<file path="config.mk">
export PLATFORM = sky130hd
export DESIGN_NAME = zsub_decoder
export DESIGN_NICKNAME = d
export VERILOG_FILES = /design/src/rtl/zsub_decoder.sv
export SDC_FILE = /design/constraint.sdc
export NUM_CORES = 1
export LEC_CHECK = 0
export CAP_MARGIN = 20
export CORE_MARGIN = 5
export CORE_UTILIZATION = 50
export DETAILED_ROUTE_END_ITERATION = 8
export PLACE_DENSITY = 0.7
export SYNTH_ARGS = -nofsm -noshare
export SYNTH_HDL_FRONTEND = slang
export SYNTH_SLANG_ARGS = --single-unit
</file>
<file path="constraint.sdc">
create_clock -name clk -period 2.5 [get_ports clk]
set_input_delay 0.75 -clock clk [delete_from_list [all_inputs] [get_ports clk]]
set_output_delay 0.75 -clock clk [all_outputs]
set_load 0.02 [all_outputs]
</file>
<file path="src/rtl/zsub_decoder.sv">
module zsub_decoder (
  input  logic clk,
  input  logic rst_n,
  input  logic hdb3_mode,
  input  logic strip_en,
  input  logic line_pos,
  input  logic line_neg,
  output logic dec_pos,
  output logic dec_neg,
  output logic cw_mark,
  output logic viol_flag
);

  logic [7:0] rp, rn, kill, mark, vmark;
  logic [7:0] wp, wn, wz;
  logic       pi, ni, lastneg, seen;
  logic       b8_hit, hd_hit, hit, in_viol;

  assign pi = line_pos & ~line_neg;
  assign ni = line_neg & ~line_pos;
  assign wp = {rp[6:0], pi};
  assign wn = {rn[6:0], ni};
  assign wz = ~(wp | wn);

  assign b8_hit = wz[7] & wz[6] & wz[5] & wz[2]
                & ~wz[4] & ~wz[3] & ~wz[1] & ~wz[0]
                & (wn[3] != wn[4]) & (wn[1] == wn[3]) & (wn[0] == wn[4]);

  assign hd_hit = wz[2] & wz[1] & ~wz[0]
                & ((~wz[3] & (wn[3] == wn[0])) | (wz[3] & seen & (wn[0] == lastneg)));

  assign hit     = strip_en & (hdb3_mode ? hd_hit : b8_hit);
  assign in_viol = (pi | ni) & seen & (ni == lastneg);

  always_ff @(posedge clk) begin
    if (!rst_n) begin
      rp <= '0; rn <= '0; kill <= '0; mark <= '0; vmark <= '0;
      lastneg <= 1'b0; seen <= 1'b0;
      dec_pos <= 1'b0; dec_neg <= 1'b0; cw_mark <= 1'b0; viol_flag <= 1'b0;
    end else begin
      rp    <= wp;
      rn    <= wn;
      kill  <= {kill[6:0], 1'b0} | (hit ? (hdb3_mode ? 8'h0F : 8'hFF) : 8'h00);
      mark  <= {mark[6:0], 1'b0} | (hit ? (hdb3_mode ? 8'h08 : 8'h80) : 8'h00);
      vmark <= {vmark[6:0], in_viol};
      if (pi | ni) begin
        lastneg <= ni;
        seen    <= 1'b1;
      end
      dec_pos   <= rp[7] & ~kill[7];
      dec_neg   <= rn[7] & ~kill[7];
      cw_mark   <= mark[7];
      viol_flag <= vmark[7] & ~kill[7];
    end
  end


  polarity_excl_chk: assert property (@(posedge clk) disable iff (!rst_n)
    $onehot0({dec_pos, dec_neg}));


  viol_on_pulse_chk: assert property (@(posedge clk) disable iff (!rst_n)
    viol_flag |-> (dec_pos | dec_neg));


  mark_on_zero_chk: assert property (@(posedge clk) disable iff (!rst_n)
    cw_mark |-> (!dec_pos && !dec_neg));


  mark_single_chk: assert property (@(posedge clk) disable iff (!rst_n)
    cw_mark |=> !cw_mark);

endmodule

</file>
# Word level (Yosys, flattened, before mapping)
# Cells that the tools add are included.
[word_totals] ff_bits=46
[classes] n_bitwise=37 n_mux=5 n_eq_ne=5
[ops] operator="two-way mux 8 bit" n=4
[ops] operator="AND 1 bit" n=24
[ops] operator="OR 8 bit" n=3
[ops] operator="inverter 8 bit" n=1
[ops] operator="inverter 1 bit" n=7
[ops] operator="equality test 1 bit" n=4
[ops] operator="OR 1 bit" n=2
[ops] operator="two-way mux 1 bit" n=1
[ops] operator="inequality test 1 bit" n=1

# Logic depth before layout (Yosys ltp)
# Gate-level depths: netlist (run 1).
[logic_depth] word_depth=18 ltp_mapped=7 ltp_nobuf=7

# Worst setup path before layout (run 1)
# Ideal clock, no wire load.
[synth_timing] kind="input -> register" start="input port line_pos" end="register mark[7]" path_stages=6 path_buffers=0 slack_ns=0.512 t_arrival_ns=1.927 setup_ns=0.060 cell_sequence="inv_1 -> ha_1 -> or2b_2 -> nor4b_4 -> nand3_2 -> nand2_1"
[synth_via] elab_chain_len=13
[synth_lines] element="from (decl)" line_no="6" text="input logic line_pos,"
[synth_lines] element="inverter 1 bit" line_no="20" text="assign ni = line_neg & ~line_pos;"
[synth_lines] element="AND 1 bit" line_no="20"
[synth_lines] element="OR 8 bit" line_no="23" text="assign wz = ~(wp | wn);"
[synth_lines] element="inverter 8 bit" line_no="23"
[synth_lines] element="inverter 1 bit" line_no="26, 29"
[synth_lines] element="AND 1 bit" line_no="26" text="& ~wz[4] & ~wz[3] & ~wz[1] & ~wz[0]"
[synth_lines] element="AND 1 bit (3 in a row)" line_no="27" text="& (wn[3] != wn[4]) & (wn[1] == wn[3]) & (wn[0] == wn[4]);"
[synth_lines] element="two-way mux 1 bit *" line_no="32" text="assign hit = strip_en & (hdb3_mode ? hd_hit : b8_hit);"
[synth_lines] element="AND 1 bit *" line_no="32"
[synth_lines] element="two-way mux 8 bit *" line_no="44" text="mark <= {mark[6:0], 1'b0} | (hit ? (hdb3_mode ? 8'h08 : 8'h80) : 8'h00);"
[synth_lines] element="OR 8 bit *" line_no="44"
[synth_lines] element="to (signal assigned)" line_no="44"
[synth_lines] element="to (decl)" line_no="14" text="logic [7:0] rp, rn, kill, mark, vmark;"
# Every way passes the cells marked *; elsewhere a longest branch is shown, timed or not.
# A chain may end at the register's enable or synchronous reset.

# Final worst setup path (run 1)
# Ends and elaborated chain as after synthesis.

==> results of run 1 <==
layer usage:
metal | global-route usage | share of wire | wire (microns) | up-vias
li1 | - | - | - | 427
met1 | 0.124 | 0.44 | 820 | 376
met2 | 0.207 | 0.48 | 895 | 14
met3 | 0.0640 | 0.057 | 105 | 5
met4 | 0.0727 | 0.017 | 32 | 0
met5 | 0 | 0 | 0 | -
sequential cells by signal, indices dropped and copies added, names as in the netlist, 5 cells and up:
register	count
rn	8
rp	8
mark	5
vmark	8
kill	8
critical path: cells and delay by family:
kind | cells | cell delay, ns
and+or+nand+nor | 4 | 0.94
buffers and inverters | 2 | 0.53
adders and majority gates | 1 | 0.30
worst max-delay path by stage:
stage / startpoint / to / slack (ns) / cells after the start
CTS: line_pos / mark[7] / 0.27 / 7
finish: line_pos / mark[7] / 0.28 / 7
floorplan: line_pos / mark[7] / 0.51 / 6
detailed placement: line_pos / mark[7] / -0.09 / 7
global placement: line_pos / mark[7] / -0.04 / 7
global route: line_pos / mark[7] / 0.17 / 7
per-stage QoR:
| stage | utilization | area (sq um) | hold slack, ns | worst slack, ns | TNS (ns) |
|---|---|---|---|---|---|
| after floorplan | - | 1360 | 0.396 | 0.512 | 0 |
| after detailed placement | 0.592 | 1510 | 0.414 | -0.0946 | -0.487 |
| after CTS | 0.619 | 1580 | 0.436 | 0.275 | 0 |
| final | 0.619 | 1580 | 0.432 | 0.279 | 0 |
| after global placement | 0.592 | 1510 | 0.402 | -0.0449 | -0.173 |
| after global routing | 0.619 | 1580 | 0.450 | 0.168 | 0 |
cell type report:
class                           count  area, sq um
Timing Repair Buffer               14          128
Clock buffer                        8         68.8
Multi-Input combinational cell     72          458
Inverter                            6         22.5
Tap cell                           30         37.5
Sequential cell                    43          861
Fill cell                         228          970
cell usage in the layout, fill, tap and decap left out, types with 2 or more instances in the layout:
cell type,n
dfxtp_1,43
clkbuf_8,2
nor2_1,5
buf_4,5
inv_1,6
clkdlybuf4s50_1,9
nand2_1,17
and2_1,29
ha_1,2
clkbuf_4,5
nor2b_1,2
where the power goes:
part,switching [W],total (W),internal [W]
logic,0.0000232,0.0000500,0.0000268
registers,0.00000461,0.000699,0.000694
clock network,0.000200,0.000365,0.000166
total,0.000228,0.00111,0.000887
logic make-up after synthesis:
family / Yosys count / share of synthesized area
AOI/OAI and AO/OA: 5 / 0.0286
xor gates and xnor gates: 1 / 0.00646
adders and majority gates: 2 / 0.0184
buffers and inverters: 10 / 0.0277
DFF: 43 / 0.635
muxes: 1 / 0.00738
and+or+nand+nor: 63 / 0.277
==> flow_metrics.tcl, run 1 <==
set metrics [dict create \
    status "complete, no violations" \
    rr_startpoint "rn[6]" \
    synth_area_sq_mm 0.00136 \
    ir_worst_vdd_uv 547 \
    start_kind "input pin" \
    die_w_microns 62.1 \
    period_share 0.888 \
    dieArea_sq_mm 0.00385 \
    grt_usage 0.125 \
    final_nets 150 \
    slew_headroom 0.818 \
    r2r-end "mark[7]" \
    hold_end "kill[4]" \
    worst_path_largest_cell_delay_ns 0.48 \
    finalHoldViolCount 0 \
    drv_cap 0 \
    grt_start_max_net_pins 39 \
    netlist_top_cells_count "dfxtp_1, and2_1, nand2_1" \
    worst-slew-pin-transition_ns 0.272 \
    yosys.area.top_type "dfxtp_1" \
    crit_fanout 5 \
    yosysSeqAreaShare 0.635 \
    vias 822 \
    post-dp-hpwl_microns 1320 \
    hold_depth 2 \
    maxSlewViolCount 0 \
    drc 0 \
    portBuffers 9 \
    finalSetupViolations 0 \
    grt_pass1_wl_microns 3350 \
    first_pass_iters 4 \
    cp_cell_sequence "clkdlybuf4s50_1, inv_1, ha_1, or2b_2, nor4b_4, nand3_2, nand2_1" \
    synth_seq_cells 43 \
    cts.path.max_buffers 2 \
    routed_wl_microns 1850 \
    path_clk_slew_ns 0.11 \
    cts_setup_buffers 0 \
    io_pins 10 \
    drive_above_1_share 0.133 \
    synth_top_area_frac 0.635 \
    htreeDepth 2 \
    coreArea_sq_mm 0.00254 \
    synth.distinct_cells 25 \
    stdcell_count 173 \
    grt-ovfl-total 0 \
    drt_iter0_drc 13 \
    cts_buffers 5 \
    finalWeightedCongestion 0.740 \
    ant_nets 0 \
    start_util 0.533 \
    row_count 18 \
    area_growth_syn_to_layout_pct 16.1 \
    netlist_top_cells_area "dfxtp_1, and2_1, nand2_1" \
    worstPathArrival_ns 2.51 \
    grt_pass1_vias 828 \
    crit_type "in -> reg" \
    clock_skew_ns 0.00287 \
    clkLatencyLatePin_ns 0.34 \
    async_flop_share 0 \
    syn_avg_cell_area_sq_um 10.9 \
    r2r_cells 5 \
    leakagePower_nw 0.695 \
    power.density_mw_per_mm2 707 \
    cts_resized 0 \
    ff2ff_setup_slack_ns 0.74 \
    netlist_instances 125 \
    diodes 0 \
    rsz0062_at_grt "false" \
    antenna_found_initial 0 \
    synth_warnings 0 \
    vias_per_cell 4.75 \
    cts_hold_buffers 0 \
    hold_class "reg -> reg" \
    fmax_mhz 450 \
    synth-main-ff-cell "dfxtp_1" \
    dp_cells 165 \
    cts_num_sinks 43 \
    crit_slowest_cell "clkdlybuf4s50_1" \
    critPathCaptureType "flop" \
    tritoncts "done" \
    root_buffer "clkbuf_4" \
    postSynthNetCount 133 \
    wl_per_cell_microns 10.7 \
    synth_edf_count 0 \
    yosysMostFrequentCell "dfxtp_1" \
    total_power_w 0.00111 \
    crit_required_ns 2.79 \
    fin_crit_ns 2.22 \
    worstHoldStart "kill[3]" \
    die_height_microns 62.1 \
]
No activity file was read; power rests on OpenSTA's default activity.
==> run 2, diff against run 1 <==
--- a/config.mk
+++ b/config.mk
@@ -5,11 +5,12 @@
 export SDC_FILE = /design/constraint.sdc
 export NUM_CORES = 1
 export LEC_CHECK = 0
+export ABC_AREA = 1
 export CAP_MARGIN = 20
 export CORE_MARGIN = 5
 export CORE_UTILIZATION = 50
 export DETAILED_ROUTE_END_ITERATION = 8
-export PLACE_DENSITY = 0.7
+export PLACE_DENSITY = 0.69
 export SYNTH_ARGS = -nofsm -noshare
 export SYNTH_HDL_FRONTEND = slang
 export SYNTH_SLANG_ARGS = --single-unit
==> flow_metrics.tcl, run 2 <==
set metrics [dict create \
    status "complete, no violations" \
    io_pins 10 \
    fmax_mhz 493 \
    wl_met1_microns 806 \
    critPathCaptureType "flop" \
    ir_worst_vdd_uv 564 \
    synth_warnings 0 \
    top_layer "met4" \
    hold_ws_ns 0.417 \
    finalWeightedCongestion 0.838 \
    final_nets 195 \
    wl_met2_microns 1020 \
    wl_per_cell_microns 9.03 \
    netlist_top_cells_count "inv_1, dfxtp_1, nand2_1" \
    vias_per_cell 4.47 \
    finalWorstSetupSlack_ns 0.472 \
    netlist_top_cells_area "dfxtp_1, inv_1, nand2_1" \
    worst_path_largest_cell_delay_ns 0.48 \
    cts_setup_buffers 0 \
    grt_usage 0.115 \
    place_ws_ns 0.0992 \
    die_height_microns 63.8 \
    synth.distinct_cells 20 \
    cp_cell_sequence "clkdlybuf4s50_1, inv_1, ha_1, nor4_4, nand3_4, a21oi_1" \
    ant_nets 0 \
    synth_edf_count 0 \
    power.internal_w 0.000828 \
    cp_top_family "buffers and inverters" \
    seqPwrFrac 0.658 \
    cts_resized 0 \
    drive_above_1_share 0.101 \
    rsz0062_at_grt "false" \
    maxSlewViolCount 0 \
    yosysMostFrequentCell "inv_1" \
    p_clk_frac 0.287 \
    final_common_cell "inv_1" \
    period_share 0.811 \
    hold_class "reg -> reg" \
    first_pass_iters 4 \
    async_flop_share 0 \
    grt_pass1_vias 899 \
    portBuffers 9 \
    netSwitchingFraction 0.222 \
    clkLatencyLatePin_ns 0.34 \
    die_w_microns 63.8 \
    yosys.area.top_type "dfxtp_1" \
    drt_iter0_drc 13 \
    synth_seq_cells 43 \
    drc 0 \
    p_comb_frac 0.054 \
    n_fill_cell 254 \
    netlist_instances 174 \
    yosysSeqAreaShare 0.595 \
    tns_ns 0 \
    post-dp-hpwl_microns 1470 \
    fin_crit_ns 2.03 \
    finalHoldViolCount 0 \
    synth_top_area_frac 0.595 \
    cts.path.max_buffers 2 \
    worst-slew-pin-transition_ns 0.426 \
    cts_hold_buffers 0 \
    grt-ovfl-total 0 \
    area_growth_syn_to_layout_pct 11.9 \
    grt_start_max_net_pins 33 \
    crit_type "in -> reg" \
    netSwitchingPower_w 0.000236 \
    synth-main-ff-cell "dfxtp_1" \
    power.density_mw_per_mm2 658 \
    worstPathArrival_ns 2.30 \
    slew_headroom 0.709 \
    postSynthNetCount 182 \
    htreeDepth 2 \
    cts_buffers 5 \
    synth_area_sq_mm 0.00145 \
    coreArea_sq_mm 0.00276 \
    diodes 0 \
    root_buffer "clkbuf_4" \
    dieArea_sq_mm 0.00407 \
    crit_slowest_cell "clkdlybuf4s50_1" \
    cts_num_sinks 43 \
    syn_avg_cell_area_sq_um 8.31 \
    finalSetupViolations 0 \
    row_count 19 \
    start_kind "input pin" \
    dr_wl_met3_microns 91 \
    crit_required_ns 2.78 \
    start_util 0.525 \
    grt_pass1_wl_microns 3640 \
    path_clk_slew_ns 0.11 \
    antenna_found_initial 0 \
    vias 980 \
    tritoncts "done" \
    drv_cap 0 \
    routed_wl_microns 1980 \
    final_cell_mix "inv_1, nand2_1, dfxtp_1" \
    leakagePower_nw 0.886 \
    crit_fanout 5 \
    crit_buf_inv 2 \
    clock_skew_ns 0.00597 \
]
## run 2: cell types whose count changed in the layout (fill, tap and decap cells not counted), moves of 4 or more
| cell | change |
|---|---|
| inv_1 | +39 |
| and2_1 | -29 |
| nand2_1 | +26 |
| a21oi_1 | +6 |
| buf_4 | -4 |
| nand2_2 | +4 |
| nor2_1 | +4 |
## run 2: metal layers
metal  up-vias  track usage
met4         0       0.0701
met1       434        0.117
met3         7       0.0455
met5         -            0
met2        18        0.195
li1        521            -
## run 2: layout make-up
type | instances | area, sq um | share of cell area
sequential | 43 | 861 | 0.532
multi-input combinational | 78 | 387 | 0.239
inverter | 49 | 184 | 0.114
timing repair buffer | 10 | 97.6 | 0.0603
clock buffer | 7 | 45.0 | 0.0278
tap | 31 | 38.8 | 0.0240
clock inverter | 1 | 5.00 | 0.00309
## run 2: kinds of logic after synthesis
group / Yosys count / share of synthesized area
AND/OR/NAND/NOR: 66 / 0.213
buffers and inverters: 53 / 0.138
flip-flops: 43 / 0.595
AO/OA/AOI/OAI: 10 / 0.0372
adder cells (fa/ha/maj): 2 / 0.0173
## run 2: worst register-to-register path: cells and delay by family (launching register included)
family,cells,cell delay [ns]
simple gates,6,0.49
buf+inv,1,0.06
flops,1,0.41
compound gates,1,0.14
## run 2: path summary, 6_finish.rpt
check             endpoint  slack (ns)  startpoint  cells after the start
setup / recovery   kill[5]        0.47    line_pos                      6
hold / removal    vmark[4]        0.42    vmark[3]                      2
setup reg to reg   kill[5]        1.34       rn[2]                      8
hold reg to reg   vmark[4]        0.42    vmark[3]                      2
## run 2: power groups by stage
stage               Sequential, W  Combinational, W  Clock [W]
finish                   0.000700         0.0000579   0.000306
global route             0.000702         0.0000659   0.000357
CTS                      0.000700         0.0000590   0.000319
detailed placement       0.000716         0.0000587          0
global placement         0.000716         0.0000566          0
floorplan                0.000715         0.0000414          0
## run 2: through the flow
step	std cells	utilization	instance area [sq um]	total power [W]
final	219	0.587	1620	0.00106
after global placement	211	0.569	1570	0.000772
after detailed placement	211	0.569	1570	0.000775
after CTS	219	0.587	1620	0.00108
after floorplan	174	-	1450	0.000756
after global routing	219	0.587	1620	0.00113
==> run 3, diff against run 2 <==
--- a/config.mk
+++ b/config.mk
@@ -10,7 +10,7 @@
 export CORE_MARGIN = 5
 export CORE_UTILIZATION = 50
 export DETAILED_ROUTE_END_ITERATION = 8
-export PLACE_DENSITY = 0.69
+export PLACE_DENSITY = 0.72
 export SYNTH_ARGS = -nofsm -noshare
 export SYNTH_HDL_FRONTEND = slang
 export SYNTH_SLANG_ARGS = --single-unit
==> constraint.sdc (replaced) <==
create_clock -name clk -period 1.7 [get_ports clk]
set_input_delay 0.51 -clock clk [delete_from_list [all_inputs] [get_ports clk]]
set_output_delay 0.51 -clock clk [all_outputs]
set_load 0.02 [all_outputs]
==> flow_metrics.tcl, run 3 (synthesis results as in run 2) <==
set metrics [dict create \
    cts_buffers 5 \
    ant_nets 0 \
    hold_class "reg -> reg" \
    coreArea_sq_mm 0.00276 \
    grt_pass1_wl_microns 3500 \
    first_pass_iters 4 \
    grt-ovfl-total 0 \
    maxSlewViolCount 0 \
    hold_end "dec_pos" \
    critPathCaptureType "output pin" \
    crit_required_ns 1.19 \
    cp_cell_sequence "dlygate4sd2_1" \
    final_nets 199 \
    drive_above_1_share 0.156 \
    vias_per_cell 4.48 \
    drc 0 \
    grt_pass1_vias 912 \
    hold_depth 2 \
    leakagePower_nw 0.951 \
    cts.path.max_buffers 2 \
    dp_cells 215 \
    cp_top_family "flip-flops" \
    tritoncts "done" \
    drt_iter0_drc 28 \
    crit_slowest_cell "dfxtp_1" \
    cts_setup_buffers 0 \
    multi_input_area_sq_um 415 \
    die_w_microns 63.8 \
    die_height_microns 63.8 \
    worstPathArrival_ns 0.97 \
    path_clk_slew_ns 0.10 \
    routed_wl_microns 2060 \
    post_dp_cell_area_sq_mm 0.00160 \
    final_common_cell "inv_1" \
    area_growth_syn_to_layout_pct 17.2 \
    place_ws_ns -0.444 \
    crit_fanout 1 \
    root_buffer "clkbuf_4" \
    fin_crit_ns 1.48 \
    dieArea_sq_mm 0.00407 \
    power.density_mw_per_mm2 978 \
    diodes 0 \
    ff2ff_setup_slack_ns 0.46 \
    fmax_mhz 675 \
    tns_ns 0 \
    worst-slew-pin-transition_ns 0.340 \
    final_cell_mix "inv_1, nand2_1, dfxtp_1" \
    start_util 0.525 \
    status "complete, no violations" \
    row_count 19 \
    slew_headroom 0.773 \
    ir_worst_vdd_uv 814 \
    finalWeightedCongestion 0.766 \
    crit_buf_inv 1 \
    finalWorstSetupSlack_ns 0.220 \
    post-dp-hpwl_microns 1500 \
    finalHoldViolCount 0 \
    portBuffers 9 \
    rr_startpoint "rn[2]" \
    vias 998 \
    grt_usage 0.114 \
    clkLatencyLatePin_ns 0.34 \
    r2r_cells 8 \
    start_kind "flop" \
    period_share 0.871 \
    rsz0062_at_grt "false" \
    wl_per_cell_microns 9.24 \
    worstHoldStart "rp[7]" \
    critPathLaunch "dec_pos" \
    final_area_sq_mm 0.00170 \
    r2r-end "kill[5]" \
    cts_num_sinks 43 \
    drv_cap 0 \
    htreeDepth 2 \
    seq_area_sq_um 861 \
    n_fill_cell 240 \
    grt_start_max_net_pins 17 \
    stdcell_count 223 \
    worst_path_largest_cell_delay_ns 0.32 \
    clock_skew_ns 0.00467 \
    io_pins 10 \
    antenna_found_initial 0 \
    finalSetupViolations 0 \
    crit_type "reg -> out" \
]
[run 3: cell types whose count changed in the layout (fill, tap and decap cells not counted), moves of 2 or more]
| cell | before | now |
|---|---|---|
| dlymetal6s2s_1 | 0 | 2 |
| buf_4 | 1 | 5 |
| dlygate4sd2_1 | 0 | 4 |
| clkdlybuf4s50_1 | 9 | 3 |
| clkbuf_8 | 0 | 2 |
| a21oi_1 | 7 | 3 |
| a21oi_2 | 0 | 4 |
[run 3: per-layer routing]
layer	share of wire	track usage
met5	0	0
met4	0.0092	0.0545
met3	0.064	0.0683
met2	0.50	0.190
met1	0.43	0.111
[run 3: report_power, final]
group / total (W) / switching, W / leakage, nW / internal [W]
clock network: 0.000527 / 0.000283 / 0.0386 / 0.000243
registers: 0.00103 / 0.00000761 / 0.348 / 0.00102
logic: 0.000100 / 0.0000571 / 0.565 / 0.0000432
[run 3: timing repair]
| item | in CTS | in global routing |
|---|---|---|
| pin swaps | 1 | 5 |
| endpoints found under the hold margin | 0 | 0 |
| gates resized for setup | 6 | 8 |
| hold buffers | 0 | 0 |
| setup endpoints to repair | 15 | 10 |
[run 3: cell type report]
type,count,share of cell area
flip-flops and latches,43,0.508
multi-input cells,78,0.245
inverters,49,0.108
repair buffers,14,0.0753
clock buffers,8,0.0406
well taps,31,0.0229
[run 3: worst max-delay path by stage]
| stage | end | slack (ns) | cells past startpoint |
|---|---|---|---|
| floorplan | kill[4] | 0.15 | 5 |
| global placement | vmark[0] | -0.40 | 5 |
| detailed placement | vmark[0] | -0.44 | 5 |
| CTS | kill[4] | 0.01 | 10 |
| global route | dec_neg | 0.15 | 1 |
| finish | dec_pos | 0.22 | 1 |
[run 3: through the flow]
step | total power (W) | util | hold slack (ns)
floorplan | 0.00111 | - | 0.390
global placement | 0.00114 | 0.579 | 0.392
detailed placement | 0.00115 | 0.579 | 0.399
CTS | 0.00167 | 0.604 | 0.417
global route | 0.00175 | 0.615 | 0.446
finish | 0.00166 | 0.615 | 0.416
